$ cat config.mk
export PLATFORM = sky130hd
export DESIGN_NAME = spi_seq_master
export DESIGN_NICKNAME = d
export VERILOG_FILES = /design/src/rtl/spi_seq_pkg.sv /design/src/rtl/spi_cfg_bank.sv /design/src/rtl/spi_shift_engine.sv /design/src/rtl/spi_seq_master.sv
export SDC_FILE = /design/constraint.sdc
export NUM_CORES = 1
export LEC_CHECK = 0
export ABC_AREA = 0
export CAP_MARGIN = 40
export CORE_ASPECT_RATIO = 1.75
export CORE_MARGIN = 5
export CORE_UTILIZATION = 59
export CTS_CLUSTER_SIZE = 30
export DETAILED_ROUTE_END_ITERATION = 8
export GPL_TIMING_DRIVEN = 0
export PLACE_DENSITY = 0.9
export RECOVER_POWER = 50
export SLEW_MARGIN = 25
export SYNTH_ARGS = -nofsm -noshare
export SYNTH_HDL_FRONTEND = slang
export SYNTH_SLANG_ARGS = --single-unit
export TNS_END_PERCENT = 1
$ cat constraint.sdc
create_clock -name clk -period 3.6 [get_ports clk]
set_input_delay 0.36 -clock clk [delete_from_list [all_inputs] [get_ports clk]]
set_output_delay 0.36 -clock clk [all_outputs]
set_load 0.005 [all_outputs]
$ cat src/rtl/spi_seq_pkg.sv
package spi_seq_pkg;

  localparam int CFG_W = 8;

  typedef enum logic [1:0] {
    ST_IDLE  = 2'd0,
    ST_GAP   = 2'd1,
    ST_SETUP = 2'd2,
    ST_SHIFT = 2'd3
  } seq_state_e;

  // Wait inserted before the select step of a new transfer.
  function automatic logic [CFG_W-1:0] lead_wait(
    input logic             seen,
    input logic             same_sel,
    input logic [CFG_W-1:0] b2b,
    input logic [CFG_W-1:0] gap
  );
    if (!seen)         return '0;
    else if (same_sel) return b2b;
    else               return gap;
  endfunction

  // Cycles spent in the shift phase for a divisor.
  function automatic int unsigned shift_len(input int unsigned bits, input int unsigned div);
    return bits * 2 * div;
  endfunction

endpackage

$ cat src/rtl/spi_cfg_bank.sv
module spi_cfg_bank #(
  parameter int NUM_CS = 4,
  parameter int CW     = spi_seq_pkg::CFG_W,
  parameter int SEL_W  = $clog2(NUM_CS)
) (
  input  logic             clk,
  input  logic             rst_n,
  input  logic             wr_en,
  input  logic [SEL_W-1:0] wr_sel,
  input  logic [CW-1:0]    wr_div,
  input  logic [CW-1:0]    wr_setup,
  input  logic [CW-1:0]    wr_b2b,
  input  logic             gap_we,
  input  logic [CW-1:0]    gap_in,
  input  logic [SEL_W-1:0] rd_sel,
  output logic [CW-1:0]    rd_div,
  output logic [CW-1:0]    rd_setup,
  output logic [CW-1:0]    rd_b2b,
  output logic [CW-1:0]    gap_out
);

  logic [CW-1:0] div_r   [NUM_CS];
  logic [CW-1:0] setup_r [NUM_CS];
  logic [CW-1:0] b2b_r   [NUM_CS];
  logic [CW-1:0] gap_r;

  for (genvar g = 0; g < NUM_CS; g++) begin : g_slot
    wire hit = wr_en && (wr_sel == SEL_W'(g));
    always_ff @(posedge clk or negedge rst_n) begin
      if (!rst_n) begin
        div_r[g]   <= '0;
        setup_r[g] <= '0;
        b2b_r[g]   <= '0;
      end else if (hit) begin
        div_r[g]   <= wr_div;
        setup_r[g] <= wr_setup;
        b2b_r[g]   <= wr_b2b;
      end
    end
  end

  always_ff @(posedge clk or negedge rst_n) begin
    if (!rst_n)      gap_r <= '0;
    else if (gap_we) gap_r <= gap_in;
  end

  assign rd_div   = div_r[rd_sel];
  assign rd_setup = setup_r[rd_sel];
  assign rd_b2b   = b2b_r[rd_sel];
  assign gap_out  = gap_r;

  // a slot never written keeps a zero divisor
  assert_cfg_cleared_R4: assert property (@(posedge clk) disable iff (!rst_n)
    (!$past(wr_en) && $stable(rd_sel)) |-> $stable(rd_div));

endmodule

$ cat src/rtl/spi_shift_engine.sv
module spi_shift_engine #(
  parameter int DW = 8,
  parameter int CW = spi_seq_pkg::CFG_W
) (
  input  logic          clk,
  input  logic          rst_n,
  input  logic          start_i,
  input  logic [CW-1:0] div_i,
  input  logic [DW-1:0] tx_i,
  input  logic          miso_i,
  output logic          sclk_o,
  output logic          mosi_o,
  output logic          fin_o,
  output logic [DW-1:0] rx_o
);

  localparam int BW = $clog2(DW);

  logic          active;
  logic [CW-1:0] div_q;
  logic [CW-1:0] hcnt;
  logic [BW-1:0] bitn;
  logic [DW-1:0] sh;
  logic [DW-1:0] rx;

  wire half_end = active && (hcnt == '0);
  wire last_bit = (bitn == BW'(DW - 1));
  wire rise_evt = half_end && !sclk_o;
  wire fall_evt = half_end && sclk_o;

  always_ff @(posedge clk or negedge rst_n) begin
    if (!rst_n) begin
      active <= 1'b0;
      div_q  <= '0;
      hcnt   <= '0;
      bitn   <= '0;
      sh     <= '0;
      rx     <= '0;
      sclk_o <= 1'b0;
      mosi_o <= 1'b0;
    end else if (start_i) begin
      active <= 1'b1;
      div_q  <= div_i;
      hcnt   <= div_i - CW'(1);
      bitn   <= '0;
      sh     <= tx_i;
      sclk_o <= 1'b0;
      mosi_o <= tx_i[DW-1];
    end else if (rise_evt) begin
      sclk_o <= 1'b1;
      rx     <= {rx[DW-2:0], miso_i};
      hcnt   <= div_q - CW'(1);
    end else if (fall_evt) begin
      sclk_o <= 1'b0;
      hcnt   <= div_q - CW'(1);
      if (last_bit) begin
        active <= 1'b0;
      end else begin
        bitn   <= bitn + BW'(1);
        sh     <= {sh[DW-2:0], 1'b0};
        mosi_o <= sh[DW-2];
      end
    end else if (active) begin
      hcnt <= hcnt - CW'(1);
    end
  end

  assign fin_o = fall_evt && last_bit;
  assign rx_o  = rx;

  // data out moves only at shift start or with a falling clock
  assert_mosi_on_fall_R9: assert property (@(posedge clk) disable iff (!rst_n)
    !$stable(mosi_o) |-> ($past(start_i) || $fell(sclk_o)));

  // the receive register moves only together with a rising clock
  assert_rx_on_rise_R10: assert property (@(posedge clk) disable iff (!rst_n)
    !$stable(rx) |-> $rose(sclk_o));

endmodule

$ cat src/rtl/spi_seq_master.sv
module spi_seq_master
  import spi_seq_pkg::*;
#(
  parameter int NUM_CS = 4,
  parameter int DW     = 8,
  parameter int CW     = CFG_W,
  localparam int SEL_W = $clog2(NUM_CS)
) (
  input  logic             clk,
  input  logic             rst_n,
  input  logic             cfg_we,
  input  logic [SEL_W-1:0] cfg_sel,
  input  logic [CW-1:0]    cfg_div,
  input  logic [CW-1:0]    cfg_setup,
  input  logic [CW-1:0]    cfg_b2b,
  input  logic             gap_we,
  input  logic [CW-1:0]    gap_val,
  input  logic             req_valid,
  output logic             req_ready,
  input  logic [SEL_W-1:0] req_sel,
  input  logic [DW-1:0]    req_data,
  input  logic             req_hold,
  output logic             rsp_done,
  output logic [DW-1:0]    rsp_data,
  output logic             xfer_err,
  output logic             busy,
  output logic             spi_sclk,
  output logic             spi_mosi,
  input  logic             spi_miso,
  output logic [NUM_CS-1:0] spi_cs_n
);

  seq_state_e       state;
  logic [CW-1:0]    cnt;
  logic [SEL_W-1:0] cur;
  logic [SEL_W-1:0] last_cs;
  logic             seen_q, held_q, hold_q, keep_q;
  logic [DW-1:0]    tx_q;
  logic [CW-1:0]    div_q;
  logic             done_q, err_q;
  logic [DW-1:0]    rsp_q;

  logic [CW-1:0] rd_div, rd_setup, rd_b2b, gap_cur;
  wire  [SEL_W-1:0] rd_sel = (state == ST_IDLE) ? req_sel : cur;

  spi_cfg_bank #(.NUM_CS(NUM_CS), .CW(CW)) u_cfg (
    .clk(clk), .rst_n(rst_n),
    .wr_en(cfg_we), .wr_sel(cfg_sel), .wr_div(cfg_div),
    .wr_setup(cfg_setup), .wr_b2b(cfg_b2b),
    .gap_we(gap_we), .gap_in(gap_val),
    .rd_sel(rd_sel), .rd_div(rd_div), .rd_setup(rd_setup),
    .rd_b2b(rd_b2b), .gap_out(gap_cur)
  );

  // Named internal events
  wire take       = (state == ST_IDLE) && req_valid;
  wire take_bad   = take && (rd_div == '0);
  wire take_ok    = take && (rd_div != '0);
  wire same_sel   = seen_q && (last_cs == req_sel);
  wire keep_now   = held_q && (last_cs == req_sel);
  wire [CW-1:0] lead = lead_wait(seen_q, same_sel, rd_b2b, gap_cur);
  wire launch_keep  = (state == ST_IDLE) ? keep_now : keep_q;
  wire launch_shift = launch_keep || (rd_setup == '0);
  wire gap_end    = (state == ST_GAP) && (cnt == CW'(1));
  wire setup_end  = (state == ST_SETUP) && (cnt == CW'(1));
  wire after_gap  = (take_ok && lead == '0) || gap_end;
  wire shift_go   = (after_gap && launch_shift) || setup_end;
  wire eng_fin;
  wire [DW-1:0] eng_rx;
  wire [CW-1:0] eng_div = (state == ST_IDLE) ? rd_div : div_q;
  wire [DW-1:0] eng_tx  = (state == ST_IDLE) ? req_data : tx_q;

  always_ff @(posedge clk or negedge rst_n) begin
    if (!rst_n) begin
      state   <= ST_IDLE;
      cnt     <= '0;
      cur     <= '0;
      last_cs <= '0;
      seen_q  <= 1'b0;
      held_q  <= 1'b0;
      hold_q  <= 1'b0;
      keep_q  <= 1'b0;
      tx_q    <= '0;
      div_q   <= '0;
      done_q  <= 1'b0;
      err_q   <= 1'b0;
      rsp_q   <= '0;
    end else begin
      done_q <= 1'b0;
      err_q  <= take_bad;
      if (take_ok) begin
        cur     <= req_sel;
        last_cs <= req_sel;
        seen_q  <= 1'b1;
        held_q  <= 1'b0;
        hold_q  <= req_hold;
        keep_q  <= keep_now;
        tx_q    <= req_data;
        div_q   <= rd_div;
        if (lead != '0) begin
          state <= ST_GAP;
          cnt   <= lead;
        end
      end
      if (after_gap) begin
        if (launch_shift) begin
          state <= ST_SHIFT;
        end else begin
          state <= ST_SETUP;
          cnt   <= rd_setup;
        end
      end else if (state == ST_GAP || state == ST_SETUP) begin
        if (setup_end) state <= ST_SHIFT;
        else           cnt   <= cnt - CW'(1);
      end
      if (state == ST_SHIFT && eng_fin) begin
        state  <= ST_IDLE;
        done_q <= 1'b1;
        rsp_q  <= eng_rx;
        held_q <= hold_q;
      end
    end
  end

  spi_shift_engine #(.DW(DW), .CW(CW)) u_eng (
    .clk(clk), .rst_n(rst_n), .start_i(shift_go), .div_i(eng_div),
    .tx_i(eng_tx), .miso_i(spi_miso), .sclk_o(spi_sclk),
    .mosi_o(spi_mosi), .fin_o(eng_fin), .rx_o(eng_rx)
  );

  // Select line decode
  logic             cs_act;
  logic [SEL_W-1:0] cs_idx;
  always_comb begin
    unique case (state)
      ST_IDLE: begin cs_act = held_q; cs_idx = last_cs; end
      ST_GAP:  begin cs_act = keep_q; cs_idx = cur;     end
      default: begin cs_act = 1'b1;   cs_idx = cur;     end
    endcase
  end

  for (genvar i = 0; i < NUM_CS; i++) begin : g_cs
    assign spi_cs_n[i] = !(cs_act && (cs_idx == SEL_W'(i)));
  end

  assign req_ready = (state == ST_IDLE);
  assign busy      = (state != ST_IDLE);
  assign rsp_done  = done_q;
  assign rsp_data  = rsp_q;
  assign xfer_err  = err_q;

  assert_one_select_R13: assert property (@(posedge clk) disable iff (!rst_n)
    $countones(~spi_cs_n) <= 1);

  assert_zero_div_refused_R3: assert property (@(posedge clk) disable iff (!rst_n)
    take_bad |=> (xfer_err && !busy && !rsp_done));

  assert_done_single_R12: assert property (@(posedge clk) disable iff (!rst_n)
    rsp_done |=> !rsp_done);

  assert_sclk_idle_R2: assert property (@(posedge clk) disable iff (!rst_n)
    (state != ST_SHIFT) |-> !spi_sclk);

  assert_cs_in_shift_R7: assert property (@(posedge clk) disable iff (!rst_n)
    (state == ST_SHIFT) |-> !spi_cs_n[cur]);

  assert_ready_busy_R12: assert property (@(posedge clk) disable iff (!rst_n)
    req_ready != busy);

endmodule

==> results of run 1 <==
-- repair_timing --
| action | CTS | global route |
|---|---|---|
| hold buffers | 1 | 0 |
| buffers inserted | 1 | 2 |
| gates cloned | 0 | 0 |
| hold endpoints to repair | 43 | 0 |
| resized for setup | 3 | 18 |
| setup endpoints to repair | 17 | 59 |
| pin swaps | 2 | 1 |
-- power groups by stage --
stage | logic [W] | registers [W] | clock network (W)
5_1_grt | 0.000581 | 0.00246 | 0.00199
4_1_cts | 0.000534 | 0.00244 | 0.00190
6_report | 0.000537 | 0.00245 | 0.00189
3_3_place_gp | 0.000492 | 0.00246 | 0
3_5_place_dp | 0.000523 | 0.00247 | 0
2_1_floorplan | 0.000344 | 0.00241 | 0
-- path summary, 6_finish.rpt --
path                               endpoint  cells past startpoint
min in group asynchronous    u_cfg.b2b_r[7]                      2
max in group asynchronous   u_cfg.div_r[28]                      4
setup reg to reg              u_eng.rx_o[1]                     12
setup / recovery              u_eng.rx_o[1]                     12
hold / removal             u_cfg.gap_out[6]                      2
hold reg to reg                 rsp_data[1]                      2
-- final cells by class --
| cell class | count | area, um2 | area share |
|---|---|---|---|
| multi-input combinational | 538 | 4370 | 0.402 |
| sequential | 183 | 4580 | 0.421 |
| buffer | 38 | 225 | 0.0207 |
| inverter | 25 | 93.8 | 0.00863 |
| clock inverter | 14 | 159 | 0.0146 |
| tap | 186 | 233 | 0.0214 |
| timing repair buffer | 75 | 769 | 0.0708 |
| clock buffer | 18 | 439 | 0.0404 |
-- metrics by stage --
step / setup slack [ps] / utilization / setup TNS, ps
after floorplan: 431 / - / 0
after global placement: -5080 / 0.657 / -930230
after detailed placement: -256 / 0.662 / -4730
after CTS: -3.30 / 0.703 / -3.30
after global routing: -81.4 / 0.706 / -999
final: -46.1 / 0.706 / -359
-- flip-flops by register name, summed over array words and instances (netlist names), 3 cells and up --
name,cells
u_cfg.b2b_r,32
u_cfg.div_r,32
u_cfg.setup_r,32
cnt,8
div_q,8
rsp_data,8
tx_q,8
u_cfg.gap_out,8
u_eng.div_q,8
u_eng.hcnt,8
u_eng.rx_o,8
u_eng.sh,7
u_eng.bitn,3
-- logic make-up after synthesis --
kind of cell    count (synthesis)  synth area share
simple gates                  216             0.110
xor+xnor                       22            0.0209
fa+ha+maj                      11            0.0149
mux                           192             0.248
buf+inv                        64            0.0337
compound gates                 97            0.0760
flops                         183             0.497
-- cells in the final DEF (no fill, tap or decap), types with 11 or more instances in the layout --
master / synthesis / layout
o221ai_1: 11 / 11
clkbuf_16: 0 / 17
o21ai_0: 15 / 14
clkbuf_1: 17 / 14
nand2_1: 101 / 101
nor2_1: 29 / 29
dfrtp_1: 183 / 183
nor2b_1: 11 / 11
mux4_2: 16 / 16
nand3_1: 16 / 16
xnor2_1: 16 / 16
inv_1: 25 / 25
mux2i_1: 54 / 51
a21oi_1: 24 / 24
nor4_1: 17 / 16
clkdlybuf4s50_1: 0 / 65
mux2_2: 120 / 120
-- critical path: stages (launching register included) --
cell     delay, ps
dfrtp_1        440
inv_1          140
ha_2           240
buf_6          180
mux2_4         350
buf_6          170
o31ai_2        290
o21ai_2        140
o41a_4         580
o31ai_2        250
a21o_1         230
buf_6          160
mux2_2         340
-- routing by layer --
metal / track usage / vias up / part of all wire
met5: 0 / - / 0
met4: 0.162 / 0 / 0.063
met3: 0.0412 / 117 / 0.047
met2: 0.445 / 324 / 0.53
met1: 0.283 / 3436 / 0.36
li1: - / 3016 / -
==> key figures, run 1 <==
Logic synthesis
  – Biggest area consumer among synthesized cells: dfrtp_1
  – Number of synthesized flops with an enable pin: 0
  – Syn_area_per_cell: 11.7 um2
  – Main area contributors after synthesis: dfrtp_1, mux2_2, mux2i_1
  – Seq cells post-synth: 183
  – Asr flop ratio synth: 1.00
  – Ys flop type: dfrtp_1
  – Synth Cell Area: 9210 um2
  – Top cell type's share of synthesized area: 0.497
  – Count leader, synth: dfrtp_1
  – Post-Synthesis Cells: between 700 and 800
  – Synth warn: 0
  – Synth cell count leaders: dfrtp_1, mux2_2, nand2_1
  – Sequential-to-total area share from yosys stat: 0.497
  – Yosys cell types: 57
  – Post-synth net total: approximately 850

Pwr
  – Clk pwr share: 0.388
  – Int Power: 0.00360 W
  – Sw Share: 0.263
  – Final Power: 0.00488 W
  – Comb pwr share: 0.110
  – VDD IR max: between 0.2 and 0.3 mV
  – Lkg Pwr: 4.67 nW
  – Pwr Density: 449 nW/um2
  – Seq pwr share: 0.502
  – Net Sw Power: 0.00128 W

Setup path
  – Critical path required time: 3920 ps
  – Worst-path fanout max: 10
  – Reg2reg start: state[1]
  – Worst Setup End Kind: flip-flop
  – Critical path launch point type: flip-flop
  – Arrival @ worst endpoint: between 3000 and 4000 ps
  – Crit. Startpoint: state[1]
  – R2R Setup Slk: -50 ps
  – Crit Path Class: reg -> reg

Layout
  – # diodes: 0
  – Synthesis-to-layout area growth: 18.0%
  – # fillers: 957
  – Design Area, Final: 10900 um2
  – Final net count: 940
  – Layout cells sized above 1: 0.242
  – Post-Layout Cell Count: 1077

STA
  – Slew HR: -0.648
  – RSZ-0062 raised after global routing: yes
  – Final WS setup: -46.1 ps
  – Final setup fails: 10
  – Slew Limit Fails: 44
  – Fmax: 274 MHz
  – Fin crit period: about 3600 ps
  – Clock skew: 13.9 ps
  – Period utilization: 1.01
  – Final Hold Viols: 0
  – Least-Margin Pin Slew: about 2500 ps
  – Worst hold slack: 438 ps

Run status
  – Status: finished, violations left
  – Failing checks: capacitance limit, slew limit, setup timing

Floorplan
  – Initial Utilization: 0.599
  – Die ar.: ~18000 um2
  – Core footprint: around 15000 um2
  – Row count: 60
  – DIE HEIGHT: 175 um
  – # IOs: 69
  – Die W: 104 um

Min path
  – Hold path startpoint: gap_we
  – Tightest Hold Check Type: in -> reg

Clocking
  – Clock transition at path regs: 80 ps
  – CTS tree: done
  – Num CTS Buffers: 17
  – Clock tree buffer depth: 2
  – Latest clock arrival within the worst-skew pair: 430 ps
  – Num Clock Sinks: ~180
  – H-tree Lvls: 4
  – Clock root cell: clkbuf_16

Global routing
  – GR Overflow Total: 0
  – Initial antenna violation count: 0
  – First-pass GRT wire length: 37.3 mm
  – Vias in the first global route: 7391
  – Largest net degree at the start of global routing: 78
  – Total track usage: 0.254

Routing
  – Vias per inst: 6.40
  – DRC Markers: 0
  – Via count: 6893
  – Detailed Routing Iterations Pass 1: 6
  – Final ANT Viol Nets: 0
  – Wire per inst: 21.4 um
  – Initial DRC count: around 560
  – Drt total wl: approximately 23 mm

Place
  – Placer congestion estimate: 0.904
  – Placed instance area: roughly 10000 um2
  – Placed cells: 1042
  – IO buf count: 67
  – Detailed placement HPWL: between 15 and 20 mm

Flow run
  – Max Cap Viol: 1
No activity file was read; power rests on OpenSTA's default activity.
==> run 2, diff against run 1 <==
- CTS_CLUSTER_DIAMETER: not set -> 80
==> results of run 2 <==
Same layout as run 1: the final DEF is identical, and so are final timing and power.
==> run 3, diff against run 2 <==
- ABC_AREA: 0 -> 1
- CORE_UTILIZATION: 59 -> 30
- PLACE_DENSITY: 0.9 -> 0.45
==> key figures, run 3 <==
Run status
  – Status: finished clean

Logic synthesis
  – Main area contributors after synthesis: dfrtp_1, nand2_1, o21ai_0
  – Synth cell count leaders: nand2_1, dfrtp_1, o21ai_0
  – Seq cells post-synth: 183 (unchanged)
  – Simple-gate area share of the yosys netlist: 0.259 (+0.149)
  – Top cell type's share of synthesized area: 0.501 (+0.00443)
  – Yosys cell types: 39 (-32%)
  – Mux cell area share after synthesis: 0.00219 (-0.245)
  – Biggest area consumer among synthesized cells: dfrtp_1
  – Synth Cell Area: 9130 um2 (-0.88%)
  – Count leader, synth: nand2_1
  – Post-synth net total: 1229 (+45%)
  – Number of synthesized flops with an enable pin: 0 (unchanged)
  – Ys flop type: dfrtp_1
  – Compound-cell area share of the yosys netlist: 0.130 (+0.0542)
  – Xor-xnor portion of the synthesized cell area: 0.0192 (-0.00173)
  – Synth warn: 0 (unchanged)
  – Post-Synth Adder-Cell Area: 0.0151 (+0.000133)
  – Asr flop ratio synth: 1.00 (unchanged)
  – Sequential-to-total area share from yosys stat: 0.501 (+0.00443)
  – Syn_area_per_cell: 7.83 um2 (-33%)
  – Post-Synthesis Cells: 1167 (+49%)
  – Main combinational cell family by area after synthesis: simple AND/OR/NAND/NOR gates

STA
  – Final Hold Viols: 0 (unchanged)
  – Least-Margin Pin Slew: 1450 ps (-1030 ps)
  – Period utilization: 0.947 (-0.0655)
  – Final setup fails: 0 (-10)
  – RSZ-0062 raised after global routing: yes
  – Fmax: 293 MHz (+6.9%)
  – Slew Limit Fails: 0 (-100%)
  – Final WS setup: 190 ps (+236 ps)
  – Fin crit period: 3410 ps (-236 ps)
  – Worst hold slack: 462 ps (+23.7 ps)
  – Clock skew: 9.81 ps (-4.05 ps)
  – Slew HR: 0.0366 (+0.685)
  – TNS Setup: 0 ps (+359 ps)

Layout
  – Synthesis-to-layout area growth: 19.9%
  – Final net count: 1323 (+41%)
  – # fillers: 3270 (+240%)
  – Area of the multi-input gates: 3910 um2 (-11%)
  – Commonest non-fill, non-tap cell in the layout: nand2_1
  – Layout cells sized above 1: 0.0667 (-0.176)
  – Largest registers: u_cfg.b2b_r (32), u_cfg.div_r (32), u_cfg.setup_r (32)
  – Design Area, Final: 10900 um2 (+0.74%)
  – Reg area: 4580 um2 (unchanged)
  – Post-route core utilization: 0.364 (-0.342)
  – # diodes: 0 (unchanged)
  – Most frequent cells in the layout: nand2_1, dfrtp_1, o21ai_0

Floorplan
  – Die ar.: 34200 um2 (+87%)
  – Die W: 142 um (+36%)
  – DIE HEIGHT: 241 um (+37%)
  – Core footprint: 30100 um2 (+95%)
  – Row count: 84 (+40%)
  – Initial Utilization: 0.304 (-0.295)
  – # IOs: 69 (unchanged)

Place
  – Placer congestion estimate: 0.857 (-5.2%)
  – Pre-CTS setup slack: -80.9 ps (+175 ps)
  – IO buf count: 68 (+1.5%)
  – Detailed placement HPWL: 21.8 mm (+38%)
  – Placed instance area: 10400 um2 (+1.6%)

Pwr
  – Pwr Density: 426 nW/um2 (-5.1%)
  – VDD IR max: 0.351 mV (+26%)
  – Lkg Pwr: 5.19 nW (+11%)

Global routing
  – GR Util met1: 0.185 (-0.0982)
  – Grt met3 use: 0.0248 (-0.0164)
  – Global Route met2 Usage: 0.344 (-0.101)
  – GR Overflow Total: 0 (unchanged)
  – Top Usage Layer GRT: met2
  – Vias in the first global route: 8118 (+9.8%)
  – First-pass GRT wire length: 45.6 mm (+22%)
  – Total track usage: 0.176 (-0.0780)
  – Largest net degree at the start of global routing: 70 (-10%)
  – Initial antenna violation count: 0 (unchanged)

Routing
  – Final ANT Viol Nets: 0 (unchanged)
  – DRC Markers: 0 (unchanged)
  – Vias per inst: 4.81 (-25%)
  – Initial DRC count: 488 (-13%)
  – Drt total wl: 29.2 mm (+27%)
  – Via count: 7983 (+16%)
  – Wire per inst: 17.6 um (-18%)
  – Detailed Routing Iterations Pass 1: 5 (-1)

Clocking
  – Latest clock arrival within the worst-skew pair: 450 ps (+20 ps)
  – Clock root cell: clkbuf_16
  – Num CTS Buffers: 17 (unchanged)
  – CTS tree: done
  – Num Clock Sinks: 183 (unchanged)
  – Clock transition at path regs: 60 ps (-20 ps)
  – Clock tree buffer depth: 2 (unchanged)
  – H-tree Lvls: 4 (unchanged)

Setup path
  – Critical path required time: 3930 ps (about the same)
  – Highest-delay cell along the critical path: dfrtp_1
  – Arrival @ worst endpoint: 3740 ps (-220 ps)
  – Worst Setup End Kind: flip-flop
  – Crit path top cell by count: nand2_1
  – Worst-path fanout max: 10 (unchanged)
  – Critical path launch point type: flip-flop
  – Crit path cell chain: inv_1 > ha_1 > buf_4 > o21ai_2 > buf_4 > nand3_1 > nand2_1 > nand2_1 > nor2_1 > a21oi_4 > nand3_2 > nand2_4 > nand2_4 > nand2_4 > buf_6 > nand2_1 > nand2_1 > nand2_1 > nand2_1
  – Crit Path Class: reg -> reg
  – CP peak stage delay: 400 ps (-180 ps)

Flow run
  – Max Cap Viol: 0 (-1)

Min path
  – Tightest Hold Check Type: in -> reg
## run 3: path summary, 6_finish.rpt
path	startpoint	endpoint	slack, ps	depth (start not counted)
max in group asynchronous	rst_n	cnt[6]	670	3
min	gap_val[6]	u_cfg.gap_out[6]	460	3
min reg2reg	rsp_data[2]	rsp_data[2]	480	2
min in group asynchronous	rst_n	u_cfg.b2b_r[31]	780	2
max reg2reg	state[1]	u_eng.hcnt[3]	190	19
max	state[1]	u_eng.hcnt[3]	190	19
## run 3: cells by family after synthesis
group / after synthesis
AOI/OAI and AO/OA: 222
xor gates and xnor gates: 20
adders and majority gates: 11
buffers and inverters: 160
DFF: 183
muxes: 2
and+or+nand+nor: 569
## run 3: critical path: cells and delay by family, from the launching register on
| family | cells | cell delay (ps) |
|---|---|---|
| AOI/OAI and AO/OA | 2 | 460 |
| buffers and inverters | 4 | 750 |
| DFF | 1 | 400 |
| adders and majority gates | 1 | 260 |
| and+or+nand+nor | 12 | 1420 |
## run 3: cell type report
cell class | count | area share
Clock inverter | 7 | 0.00617
Multi-Input combinational cell | 824 | 0.357
Clock buffer | 25 | 0.0462
Sequential cell | 183 | 0.418
Timing Repair Buffer | 75 | 0.0665
Inverter | 105 | 0.0360
Buffer | 55 | 0.0259
Tap cell | 387 | 0.0442
## run 3: what timing repair did
item / 4_1_cts / 5_1_grt
resized for setup: 2 / 6
setup endpoints to repair: 25 / 31
hold buffers: 1 / 0
pin swaps: 1 / 1
setup buffers: 3 / 1
hold endpoints to repair: 53 / 0
## run 3: where the power goes
group	internal, W	switching (W)	leakage [nW]
Sequential	0.00224	0.0000886	2.27
Combinational	0.000187	0.000289	2.64
Clock	0.00104	0.000822	0.275
## run 3: stage by stage
stage,std cells,power (W)
after floorplan,1167,0.00262
after global placement,1622,0.00284
after detailed placement,1624,0.00285
after CTS,1660,0.00474
after global routing,1661,0.00490
final,1661,0.00466
## run 3: per-layer routing
| layer | up-vias | part of all wire |
|---|---|---|
| met5 | - | 0 |
| met4 | 0 | 0.029 |
| met3 | 43 | 0.026 |
| met2 | 146 | 0.56 |
| met1 | 3846 | 0.38 |
| li1 | 3948 | - |
